===== src/rtl/irqc_pkg.sv =====
package irqc_pkg;

    // Word index of each register (byte offset divided by four)
    typedef enum logic [2:0] {
        RI_ENABLE   = 3'd0,
        RI_RAW      = 3'd1,
        RI_STATUS   = 3'd2,
        RI_POLARITY = 3'd3,
        RI_TRIGGER  = 3'd4,
        RI_ROUTE    = 3'd5
    } reg_idx_e;

    localparam int unsigned REG_IDX_W = 3;

endpackage


===== src/rtl/irqc_sync.sv =====
module irqc_sync #(
    parameter int unsigned W = 32
) (
    input  logic         clk,
    input  logic         rst_n,
    input  logic [W-1:0] async_i,
    output logic [W-1:0] sync_o
);

    typedef struct packed {
        logic [W-1:0] stage1;
        logic [W-1:0] stage2;
    } sync_t;

    sync_t st_d, st_q;

    always_comb begin
        st_d        = st_q;
        st_d.stage1 = async_i;
        st_d.stage2 = st_q.stage1;
    end

    always_ff @(posedge clk or negedge rst_n) begin
        if (!rst_n) st_q <= '0;
        else        st_q <= st_d;
    end

    assign sync_o = st_q.stage2;

endmodule


===== src/rtl/irqc_trigger.sv =====
module irqc_trigger #(
    parameter int unsigned W = 32
) (
    input  logic         clk,
    input  logic         rst_n,
    input  logic [W-1:0] sync_i,
    input  logic [W-1:0] pol_i,
    output logic [W-1:0] act_o,
    output logic [W-1:0] evt_o
);

    typedef struct packed {
        logic [W-1:0] prev;
    } trig_t;

    trig_t st_d, st_q;

    always_comb begin
        st_d      = st_q;
        st_d.prev = sync_i;
    end

    always_ff @(posedge clk or negedge rst_n) begin
        if (!rst_n) st_q <= '0;
        else        st_q <= st_d;
    end

    for (genvar i = 0; i < W; i++) begin : g_line
        logic rise, fall;
        assign rise     = sync_i[i] & ~st_q.prev[i];
        assign fall     = ~sync_i[i] & st_q.prev[i];
        assign evt_o[i] = pol_i[i] ? rise : fall;
        assign act_o[i] = pol_i[i] ? sync_i[i] : ~sync_i[i];
    end

endmodule


===== src/rtl/irqc_regs.sv =====
module irqc_regs
    import irqc_pkg::*;
#(
    parameter int unsigned W  = 32,
    parameter int unsigned AW = 5
) (
    input  logic          clk,
    input  logic          rst_n,
    input  logic [AW-1:0] addr_i,
    input  logic          wen_i,
    input  logic [W-1:0]  wdata_i,
    output logic [W-1:0]  rdata_o,
    input  logic [W-1:0]  act_i,
    input  logic [W-1:0]  evt_i,
    output logic [W-1:0]  enable_o,
    output logic [W-1:0]  pol_o,
    output logic [W-1:0]  route_o,
    output logic [W-1:0]  status_o
);

    localparam int unsigned IDX_W = AW - 2;

    typedef struct packed {
        logic [W-1:0] enable;
        logic [W-1:0] pol;
        logic [W-1:0] trig;
        logic [W-1:0] route;
        logic [W-1:0] raw;
    } regs_t;

    regs_t st_d, st_q;

    logic [IDX_W-1:0] word;
    logic             aligned;
    logic [W-1:0]     clr;
    logic [W-1:0]     status;

    assign word    = addr_i[AW-1:2];
    assign aligned = (addr_i[1:0] == 2'b00);
    assign status  = st_q.raw & st_q.enable;

    always_comb begin
        st_d = st_q;
        clr  = '0;
        if (wen_i && aligned) begin
            case (word)
                IDX_W'(RI_ENABLE):   st_d.enable = wdata_i;
                IDX_W'(RI_RAW):      clr         = wdata_i;
                IDX_W'(RI_POLARITY): st_d.pol    = wdata_i;
                IDX_W'(RI_TRIGGER):  st_d.trig   = wdata_i;
                IDX_W'(RI_ROUTE):    st_d.route  = wdata_i;
                default: ;
            endcase
        end
        // edge lines latch and clear on write-1 (new event wins); level lines follow
        st_d.raw = (st_q.trig & ((st_q.raw & ~clr) | evt_i)) | (~st_q.trig & act_i);
    end

    always_ff @(posedge clk or negedge rst_n) begin
        if (!rst_n) st_q <= '0;
        else        st_q <= st_d;
    end

    always_comb begin
        rdata_o = '0;
        if (aligned) begin
            case (word)
                IDX_W'(RI_ENABLE):   rdata_o = st_q.enable;
                IDX_W'(RI_RAW):      rdata_o = st_q.raw;
                IDX_W'(RI_STATUS):   rdata_o = status;
                IDX_W'(RI_POLARITY): rdata_o = st_q.pol;
                IDX_W'(RI_TRIGGER):  rdata_o = st_q.trig;
                IDX_W'(RI_ROUTE):    rdata_o = st_q.route;
                default:             rdata_o = '0;
            endcase
        end
    end

    assign enable_o = st_q.enable;
    assign pol_o    = st_q.pol;
    assign route_o  = st_q.route;
    assign status_o = status;

    // a write-1 clear without a concurrent event empties an edge line
    assert_clear_R5: assert property (@(posedge clk) disable iff (!rst_n)
        1'b1 |=> ((st_q.raw & $past(st_q.trig & clr & ~evt_i)) == '0));

    // an event on an edge line always leaves its bit set, even against a clear
    assert_edge_wins_R9: assert property (@(posedge clk) disable iff (!rst_n)
        1'b1 |=> (($past(st_q.trig & evt_i) & ~st_q.raw) == '0));

    // level lines mirror the adjusted input one edge later
    assert_level_follow_R3: assert property (@(posedge clk) disable iff (!rst_n)
        1'b1 |=> ((($past(act_i) ^ st_q.raw) & ~$past(st_q.trig)) == '0));

endmodule


===== src/rtl/irq_ctrl.sv =====
module irq_ctrl #(
    parameter int unsigned NLINES = 32,
    parameter int unsigned AW     = 5
) (
    input  logic              clk,
    input  logic              rst_n,
    input  logic [NLINES-1:0] irq_line_i,
    input  logic [AW-1:0]     bus_addr_i,
    input  logic              bus_wen_i,
    input  logic [NLINES-1:0] bus_wdata_i,
    output logic [NLINES-1:0] bus_rdata_o,
    output logic              irq_o,
    output logic              fiq_o
);

    logic [NLINES-1:0] sync_lines;
    logic [NLINES-1:0] act, evt;
    logic [NLINES-1:0] enable, pol, route, status;

    irqc_sync #(.W(NLINES)) u_sync (
        .clk     (clk),
        .rst_n   (rst_n),
        .async_i (irq_line_i),
        .sync_o  (sync_lines)
    );

    irqc_trigger #(.W(NLINES)) u_trigger (
        .clk    (clk),
        .rst_n  (rst_n),
        .sync_i (sync_lines),
        .pol_i  (pol),
        .act_o  (act),
        .evt_o  (evt)
    );

    irqc_regs #(.W(NLINES), .AW(AW)) u_regs (
        .clk      (clk),
        .rst_n    (rst_n),
        .addr_i   (bus_addr_i),
        .wen_i    (bus_wen_i),
        .wdata_i  (bus_wdata_i),
        .rdata_o  (bus_rdata_o),
        .act_i    (act),
        .evt_i    (evt),
        .enable_o (enable),
        .pol_o    (pol),
        .route_o  (route),
        .status_o (status)
    );

    assign irq_o = |(status & ~route);
    assign fiq_o = |(status & route);

    // nothing is reported for a line that is disabled
    assert_status_masked_R7: assert property (@(posedge clk) disable iff (!rst_n)
        ((status & ~enable) == '0));

    // no enabled pending line means no request on either output
    assert_quiet_outputs_R8: assert property (@(posedge clk) disable iff (!rst_n)
        (status == '0) |-> (!irq_o && !fiq_o));

endmodule


===== config.mk =====
export PLATFORM = sky130hd
export DESIGN_NAME = irq_ctrl
export DESIGN_NICKNAME = d
export VERILOG_FILES = /design/src/rtl/irqc_pkg.sv /design/src/rtl/irqc_sync.sv /design/src/rtl/irqc_trigger.sv /design/src/rtl/irqc_regs.sv /design/src/rtl/irq_ctrl.sv
export SDC_FILE = /design/constraint.sdc
export NUM_CORES = 1
export LEC_CHECK = 0
export ABC_AREA = 1
export CORE_AREA = 4 4 136 164
export CTS_CLUSTER_SIZE = 16
export DETAILED_ROUTE_END_ITERATION = 8
export DIE_AREA = 0 0 140 168
export DONT_BUFFER_PORTS = 1
export PLACE_DENSITY = 0.69
export SYNTH_ARGS = -nofsm -noshare
export SYNTH_HDL_FRONTEND = slang
export SYNTH_SLANG_ARGS = --single-unit

===== constraint.sdc =====
create_clock -name clk -period 4.1 [get_ports clk]
set_clock_uncertainty 0.15 [all_clocks]
set_input_delay 0.82 -clock clk [delete_from_list [all_inputs] [get_ports clk]]
set_output_delay 0.82 -clock clk [all_outputs]
set_load 0.02 [all_outputs]

==> results by group, run 1 <==
Placed design
  • Number of buffers added on ports: 0
  • Number of instances in the placed design: 1618
  • Final RePlAce weighted congestion: 0.8448
  • Placed wire-length estimate after detailed placement: 18070 um

Clocking
  • Cts repair resizes: 0
  • Deepest clock path buffer count: 3
  • Total number of clock tree sinks: 256
  • CTS tree: built
  • Post-CTS Repair Setup Buffers: 0
  • CTS clk-pin slew, worst paths: roughly 0.060 ns
  • Number of buffers created by CTS: 26
  • Clock H-tree levels: 1
  • Clk Latency, worst-skew pair: 0.53 ns
  • CTS Root Buffer Type: clkbuf_16

Finish
  • Fraction of layout cells with a size suffix above 1: 7.235%
  • Nets@finish: 1448
  • Layout overhead on the synthesized area: 12.22%
  • Finished Layout Cells: 1666
  • Final Core Density: between 60 and 70%
  • FILL cells: 1844
  • Number of antenna cells inserted: 0

Timing
  • Slew HR: a little over half
  • Period utilisation layout: 83.45%
  • Slew at the pin closest to its max-slew limit: between 0.7 and 0.8 ns
  • Hold violation total from the final report: 256
  • RSZ-0062 raised after global routing: no
  • Setup TNS: 0 ns
  • Final setup violation count: 0
  • Peak Freq: 292.3 MHz
  • Final critical-path required period: 3.421 ns
  • Worst hold margin: -0.1622 ns
  • Max-slew violations: 0

Logic synthesis
  • Part of the Yosys area used for sequential elements: 57.15%
  • Synthesized area per cell: 8.273 um^2
  • Number of synthesized register bits: 256
  • Cell variety after synth: 17
  • Gate count of the mapped netlist: 1355
  • Largest area contributor in the netlist: dfrtp_1
  • Syn. warnings: 0
  • Portion of synthesized cell area occupied by the leading cell type: a little under three fifths
  • Netlist Area Pre-Place: 11210 um^2
  • Synth top area cells: dfrtp_1 57%, nand2_1 13%, nand3_1 8.6%
  • Synthesized net count: 1427

Die
  • Floorplan die width: 140 um
  • Core area: 20750 um^2
  • Area enclosed by the die boundary: 23520 um^2
  • Initial standard-cell utilization of the core: between 50 and 60%
  • Number of placement rows: 58
  • Die H: 168 um
  • Number of I/O pins: between 100 and 150

Drt
  • DRC violations left: 0
  • Number of antenna-violating nets in the routed design: 0
  • Avg Vias per Cell: 5.502
  • Number of vias in the routed layout: just over 9000
  • Total Wirelength: 27900 um
  • Drt pass-1 iters: 5
  • Detailed-route wire length per cell: 16.74 um
  • Iteration-0 DRC Markers: between 600 and 700

Global route
  • GRT overflow: 0
  • Via count of the first global-routing pass: 9257
  • M3 GR Usage: 5.227%
  • GRT met1 Usage: 29.63%
  • First-pass GRT wire length: 46010 um
  • Largest net degree at the start of global routing: 257
  • Total global-route track usage: around a quarter
  • Initial antenna violation count: 0
  • Global route hottest layer: met2
  • Met2 Use GR: 42.06%

Setup path
  • Startpoint type of the worst setup path: primary input
  • Endpoint class of the critical path: output pin
  • Endpoint required time on the critical path: around 3.1 ns
  • Arrival time of data at the critical path endpoint: 2.45 ns
  • Setup Crit Path Kind: primary input to output pin
  • Max FO, Critical Path: 34

Hold path
  • Worst min-delay path class: primary input to async pin

Power and ir drop
  • Leakage power of the design: 6.048 nW
  • Peak supply drop: 0.4364 mV
  • Pwr/cell area: approximately 520 nW/um^2

Run status
  • Status: complete, but fails checks
  • Violated checks: hold timing

Run
  • Max-cap violations: 0
sequential cells by signal (all words and copies together), names as in the netlist:
register and cells:
u_sync.st_d 32, u_sync.sync_o 32, u_regs.enable_o 32, u_regs.route_o 32
u_trigger.st_q 32, u_regs.st_q 64, u_regs.pol_o 32
per-layer routing:
metal,wire (um),vias up
met4,624,0
li1,-,4462
met1,11340,4392
met5,0,-
met3,1997,45
met2,13940,268
layout by cell type, fill, tap and decap left out, drive strengths merged:
cell type	instances
nor3	3
dfrtp	256
clkinvlp	1
a21oi	9
clkbuf	37
clkinv	6
nor2	112
nand3	193
bufinv	4
o21ai	169
inv	121
o211ai	23
nand2	400
nand4	18
buf	44
layout make-up:
cell class	count	area, um^2	share of cell area (%)
Clock buffer	37	763.2	6.067
Clock inverter	11	157.7	1.253
Sequential cell	256	6406	50.92
Tap cell	270	337.8	2.685
Inverter	121	454.2	3.610
Timing Repair Buffer	44	330.3	2.626
Multi-Input combinational cell	927	4130	32.83
final timing paths:
kind / start / endpoint / slack [ns] / cells past startpoint
min in group clk: irq_line_i[31] / u_sync.st_d[31] / 0.16 / 0
hold reg to reg: u_sync.st_d[23] / u_sync.sync_o[23] / 0.20 / 0
setup / recovery: bus_addr_i[3] / bus_rdata_o[6] / 0.68 / 9
setup reg to reg: u_regs.st_q[77] / u_regs.st_q[13] / 3.05 / 3
hold / removal: rst_n / u_trigger.st_q[3] / -0.16 / 0
max in group asynchronous: rst_n / u_regs.st_q[85] / 3.63 / 0
cells by family (layout without fill, tap and decap cells):
family	count (synthesis)	count (layout)	synth area share, %
AO/OA/AOI/OAI	201	201	9.488
flip-flops	256	256	57.15
buffers and inverters	172	213	6.072
AND/OR/NAND/NOR	726	726	27.29
stage by stage:
step                      hold WS (ns)  area [um^2]  power (mW)  setup slack (ns)
final                          -0.1622        12580       6.598            0.6787
after global routing           -0.1793        12580       6.941            0.5650
after CTS                      -0.1696        12580       6.636            0.7056
after detailed placement        0.1847        11660       4.117            0.7147
after global placement          0.1821        11660       4.069            0.7764
after floorplan                 0.1812        11210       3.837             1.207
synthesized netlist by cell type:
library cell and count:
dfrtp_1 256, nand4_1 18, nor2_1 111, nand2_1 397
nor2_2 1, inv_1 117, o21ai_0 131, clkbuf_1 22
buf_1 1, inv_2 4, o21ai_1 38, nor3_4 3
a21oi_1 9, nand2_2 3, nand3_1 193, o211ai_1 23
buf_2 28
power breakdown:
part           total (mW)  switching (mW)  internal (mW)
sequential           3.30           0.400           2.90
combinational       0.781           0.465          0.316
clock                2.52           0.971           1.54
total                6.60            1.84           4.76
critical path, stage by stage:
cell and delay [ns]:
inv_2 0.04, buf_4 0.43, nand2_2 0.17, nor2_1 0.18, buf_4 0.29, nand2_1 0.08, nand3_1 0.08, nor2_1 0.04
nor2_1 0.32
Note: power is estimated with default switching activity, not from simulation.
==> run 2: changes to the inputs <==
- PLACE_DENSITY: 0.69 -> 0.72
- clock period: 4.1 -> 3 ns (I/O delays scaled with it)
==> results by group, run 2 (synthesis gave the netlist of run 1 again) <==
Drt
  • Number of antenna-violating nets in the routed design: 0
  • Iteration-0 DRC Markers: 732
  • Avg Vias per Cell: ~5.5
  • Number of vias in the routed layout: 9386
  • DRC violations left: 0
  • Total Wirelength: 28120 um
  • Detailed-route wire length per cell: between 15 and 20 um
  • Drt pass-1 iters: 5

Finish
  • Number of antenna cells inserted: 0
  • Flip-flop count of the largest register, all copies and words added: 64
  • Most flops, register: u_regs.st_q
  • Final instance area: 13000 um^2
  • Nets@finish: 1495
  • Layout overhead on the synthesized area: 15.95%
  • Most frequent standard cell in the layout excluding fill and tap cells: nand2_1
  • Fraction of layout cells with a size suffix above 1: 7.970%
  • Highest-count cells in the layout ignoring fill and taps: 396 x nand2_1, 256 x dfrtp_1, 193 x nand3_1, 131 x o21ai_0, 117 x inv_1
  • Finished Layout Cells: 1713

Timing
  • Max-slew violations: 0
  • Slew at the pin closest to its max-slew limit: 0.6166 ns
  • Worst hold margin: -0.3723 ns
  • Slew HR: 58.90%
  • Final worst slack: approximately 0.38 ns
  • Final critical-path required period: 2.618 ns
  • Setup TNS: 0 ns
  • Peak Freq: 381.9 MHz
  • Hold violation total from the final report: ~260
  • Period utilisation layout: 87.28%
  • Final setup violation count: 0
  • RSZ-0062 raised after global routing: no

Setup path
  • Delay of the slowest cell on the worst path: 0.26 ns
  • Endpoint class of the critical path: output pin
  • Number of cells on the worst reg-to-reg path: 3
  • CP max-delay cell: buf_4
  • Startpoint type of the worst setup path: primary input
  • Setup Crit Path Kind: primary input to output pin
  • Max FO, Critical Path: 23
  • Endpoint required time on the critical path: 2.25 ns
  • Critical path cell sequence: inv_2 -> nand3_1 -> inv_2 -> buf_4 -> nand2_1 -> nand2_1 -> inv_1 -> a21oi_1 -> buf_4
  • Arrival time of data at the critical path endpoint: ~1.9 ns

Die
  • Area enclosed by the die boundary: 23520 um^2
  • Core area: 20750 um^2
  • Number of placement rows: 58
  • Initial standard-cell utilization of the core: 54.01%
  • Floorplan die width: 140 um
  • Die H: 168 um
  • Number of I/O pins: ~110

Run status
  • Violated checks: hold timing
  • Status: complete, but fails checks

Global route
  • Via count of the first global-routing pass: 9350
  • Initial antenna violation count: 0
  • Largest net degree at the start of global routing: 257
  • First-pass GRT wire length: 46820 um
  • Total global-route track usage: between 20% and 30%
  • GRT overflow: 0

Placed design
  • Number of instances in the placed design: 1632
  • Final RePlAce weighted congestion: approximately 0.85
  • Setup slack after placement: 0.4284 ns
  • Number of buffers added on ports: 0
  • Placed cell areas: between 10000 and 15000 um^2
  • Placed wire-length estimate after detailed placement: 18400 um

Power and ir drop
  • Pwr/cell area: 695.0 nW/um^2
  • Peak supply drop: 0.5083 mV
  • Leakage power of the design: 6.247 nW

Hold path
  • Worst min-delay path class: primary input to async pin

Clocking
  • CTS clk-pin slew, worst paths: ~0.06 ns
  • Hold buffer count at cts: 32
  • Total number of clock tree sinks: roughly 260
  • CTS tree: built
  • Post-CTS Repair Setup Buffers: 0
  • CTS Root Buffer Type: clkbuf_16
  • Clk Latency, worst-skew pair: 0.53 ns
  • Clock H-tree levels: 1
  • Number of buffers created by CTS: 27
  • Deepest clock path buffer count: 3

Run
  • Max-cap violations: 0
-- run 2: cell count changes in the layout (fill, tap and decap cells not counted), sizes merged --
cell,previous run,this run
inv,121,122
dlygate4sd3,0,32
bufinv,4,3
buf,44,58
clkinv,6,4
clkbuf,37,40
-- run 2: path summary, 6_finish.rpt --
| path | start | to | slack (ns) |
|---|---|---|---|
| setup / recovery | bus_addr_i[4] | bus_rdata_o[14] | 0.38 |
| hold / removal | rst_n | u_sync.sync_o[4] | -0.37 |
| setup reg to reg | u_regs.st_q[92] | u_regs.st_q[28] | 1.96 |
| hold reg to reg | u_sync.st_d[28] | u_sync.sync_o[28] | 0.19 |
| max in group asynchronous | rst_n | u_trigger.st_q[16] | 2.81 |
| min in group clk | bus_wdata_i[6] | u_regs.route_o[6] | 0.04 |
-- run 2: final cells by class --
cell class                 count  area (um^2)
clock inverter                 9        126.4
multi-input combinational    927         4133
timing repair buffer          90        755.7
fill                        1788         7757
sequential                   256         6406
tap                          270        337.8
inverter                     121        454.2
clock buffer                  40        784.5
-- run 2: what timing repair did --
| item | in CTS | in global routing |
|---|---|---|
| gates resized for setup | 0 | 0 |
| endpoints found under the hold margin | 288 | 256 |
| endpoints found under the setup margin | 0 | 0 |
-- run 2: critical path: cells and delay by family --
family,cells,cell delay (ns)
buffers and inverters,5,0.83
and+or+nand+nor,3,0.30
AOI/OAI and AO/OA,1,0.12
-- run 2: per-layer routing --
metal / share of wire, % / routed length [um] / vias to the layer above / track usage, %
li1: - / - / 4548 / -
met1: 42 / 11900 / 4502 / 32.04
met2: 49 / 13690 / 271 / 40.59
met3: 6.2 / 1750 / 65 / 4.290
met4: 2.7 / 773 / 0 / 7.796
met5: 0 / 0 / - / 0
-- run 2: stage by stage --
| step | util, % | total power [mW] |
|---|---|---|
| after floorplan | - | 5.243 |
| after global placement | 56.69 | 5.587 |
| after detailed placement | 56.69 | 5.652 |
| after CTS | 62.62 | 9.091 |
| after global routing | 62.62 | 9.518 |
| final | 62.62 | 9.033 |
-- run 2: where the power goes --
part | switching, mW | internal, mW | leakage, nW
Clock | 1.33 | 2.06 | 0.447
Combinational | 0.646 | 0.470 | 2.70
Sequential | 0.559 | 3.97 | 3.10
Total | 2.54 | 6.50 | 6.25
==> run 3: changes to the inputs <==
- REMOVE_ABC_BUFFERS: unset -> 1
==> results by group, run 3 (synthesis gave the netlist of run 1 again) <==
Setup path
  • Endpoint required time on the critical path: 2.25 ns
  • Endpoint class of the critical path: output pin
  • Arrival time of data at the critical path endpoint: 1.99 ns
  • Setup Crit Path Kind: primary input to output pin
  • Max FO, Critical Path: 23
  • Startpoint type of the worst setup path: primary input

Power and ir drop
  • Leakage power of the design: 6.258 nW
  • Final Total Pwr: roughly 9 mW
  • Peak supply drop: 0.4628 mV
  • Pwr/cell area: 690.8 nW/um^2

Timing
  • Hold violation total from the final report: 256
  • Max-slew violations: 0
  • Period utilisation layout: around nine tenths
  • Slew HR: 61.48%
  • Final worst slack: ~0.26 ns
  • Final setup violation count: 0
  • Worst hold margin: -0.3652 ns
  • Final critical-path required period: 2.741 ns
  • Peak Freq: around 360 MHz
  • Slew at the pin closest to its max-slew limit: 0.5772 ns
  • RSZ-0062 raised after global routing: no

Drt
  • Met3 routed WL: between 1500 and 2000 um
  • Number of antenna-violating nets in the routed design: 0
  • Met1 routed wirelength after detailed routing: 11850 um
  • Avg Vias per Cell: 5.507
  • Total Wirelength: 28840 um
  • Detailed-route wire length per cell: 16.83 um
  • DRC violations left: 0
  • Drt pass-1 iters: 6
  • Iteration-0 DRC Markers: 727
  • Metal2 WL: 13940 um
  • Number of vias in the routed layout: 9433
  • Top sig layer: met4

Run status
  • Status: complete, but fails checks
  • Violated checks: hold timing

Placed design
  • Number of instances in the placed design: 1633
  • Final RePlAce weighted congestion: 0.8825
  • Number of buffers added on ports: 0
  • Placed cell areas: approximately 12000 um^2
  • Placed wire-length estimate after detailed placement: roughly 19000 um
  • Setup slack after placement: 0.3194 ns

Clocking
  • Deepest clock path buffer count: 3
  • Post-CTS Repair Setup Buffers: 0
  • Number of buffers created by CTS: 26
  • Hold buffer count at cts: 32
  • CTS Root Buffer Type: clkbuf_16
  • Total number of clock tree sinks: around 260
  • Cts repair resizes: 0
  • Clk Latency, worst-skew pair: 0.53 ns
  • CTS clk-pin slew, worst paths: around 0.060 ns
  • CTS tree: built
  • Clock H-tree levels: 1

Finish
  • Most flops, register: u_regs.st_q
  • Most frequent standard cell in the layout excluding fill and tap cells: nand2_1
  • Number of antenna cells inserted: 0
  • Flip-flop count of the largest register, all copies and words added: between 60 and 70
  • Final instance area: 13030 um^2
  • Highest-count cells in the layout ignoring fill and taps: 396 x nand2_1, 256 x dfrtp_1, 193 x nand3_1, 131 x o21ai_0, 117 x inv_1
  • Layout overhead on the synthesized area: 16.23%
  • Fraction of layout cells with a size suffix above 1: roughly 8%
  • FILL cells: 1788
  • Finished Layout Cells: about 1700
  • Nets@finish: 1495

Die
  • Core area: 20750 um^2
  • Area enclosed by the die boundary: around 24000 um^2
  • Floorplan die width: around 140 um
  • Die H: approximately 170 um
  • Number of I/O pins: 106
  • Number of placement rows: 58
  • Initial standard-cell utilization of the core: about 54%

Global route
  • Total global-route track usage: between 20% and 30%
  • Largest net degree at the start of global routing: 257
  • Initial antenna violation count: 0
  • Via count of the first global-routing pass: 9222
  • GRT overflow: 0
  • First-pass GRT wire length: 47250 um

Hold path
  • Worst min-delay path class: primary input to async pin

Run
  • Max-cap violations: 0
==> run 3: changes by cell type in the layout (fill, tap and decap cells not counted), sizes merged <==
| cell | before | now |
|---|---|---|
| clkbuf | 40 | 38 |
| clkinvlp | 1 | 3 |
| inv | 122 | 121 |
| buf | 58 | 59 |
==> run 3: area by class of cell <==
class | instances | area, um^2 | share of cell area (%)
flip-flops and latches | 256 | 6406 | 49.17
multi-input cells | 927 | 4130 | 31.70
repair buffers | 91 | 800.8 | 6.146
clock buffers | 38 | 767.0 | 5.887
inverters | 121 | 454.2 | 3.486
well taps | 270 | 337.8 | 2.593
clock inverters | 10 | 132.6 | 1.018
==> run 3: power breakdown <==
part	internal (mW)	switching, mW
clock	2.03	1.33
combinational	0.474	0.660
sequential	3.96	0.545
total	6.47	2.53
==> run 3: final timing paths <==
path | startpoint | to | slack (ns) | depth (start not counted)
setup / recovery | bus_addr_i[4] | bus_rdata_o[4] | 0.26 | 7
hold reg to reg | u_sync.st_d[13] | u_sync.sync_o[13] | 0.19 | 0
min in group clk | bus_wdata_i[10] | u_regs.route_o[10] | 0.04 | 2
setup reg to reg | u_regs.st_q[85] | u_regs.st_q[21] | 1.99 | 3
max in group asynchronous | rst_n | u_sync.st_d[12] | 2.66 | 0
hold / removal | rst_n | u_sync.st_d[27] | -0.37 | 0
==> run 3: critical path: stages <==
cell,delay [ns]
nor2_2,0.46
buf_4,0.33
o211ai_1,0.13
nand2_1,0.13
nor2_1,0.06
nor2_1,0.11
buf_4,0.15
==> run 3: stage by stage <==
step	hold WS [ns]	setup TNS (ns)	utilization, %
3_3_place_gp	0.1628	0	56.90
6_report	-0.3652	0	62.77
5_1_grt	-0.3932	0	62.77
3_5_place_dp	0.1640	0	56.90
4_1_cts	-0.3883	0	62.77
2_1_floorplan	0.1544	-1.955	-
==> run 3: metal layers <==
| layer | vias to the layer above | track usage (%) |
|---|---|---|
| li1 | 4550 | - |
| met1 | 4492 | 33.09 |
| met2 | 307 | 40.74 |
| met3 | 84 | 4.119 |
| met4 | 0 | 9.145 |
| met5 | - | 0 |
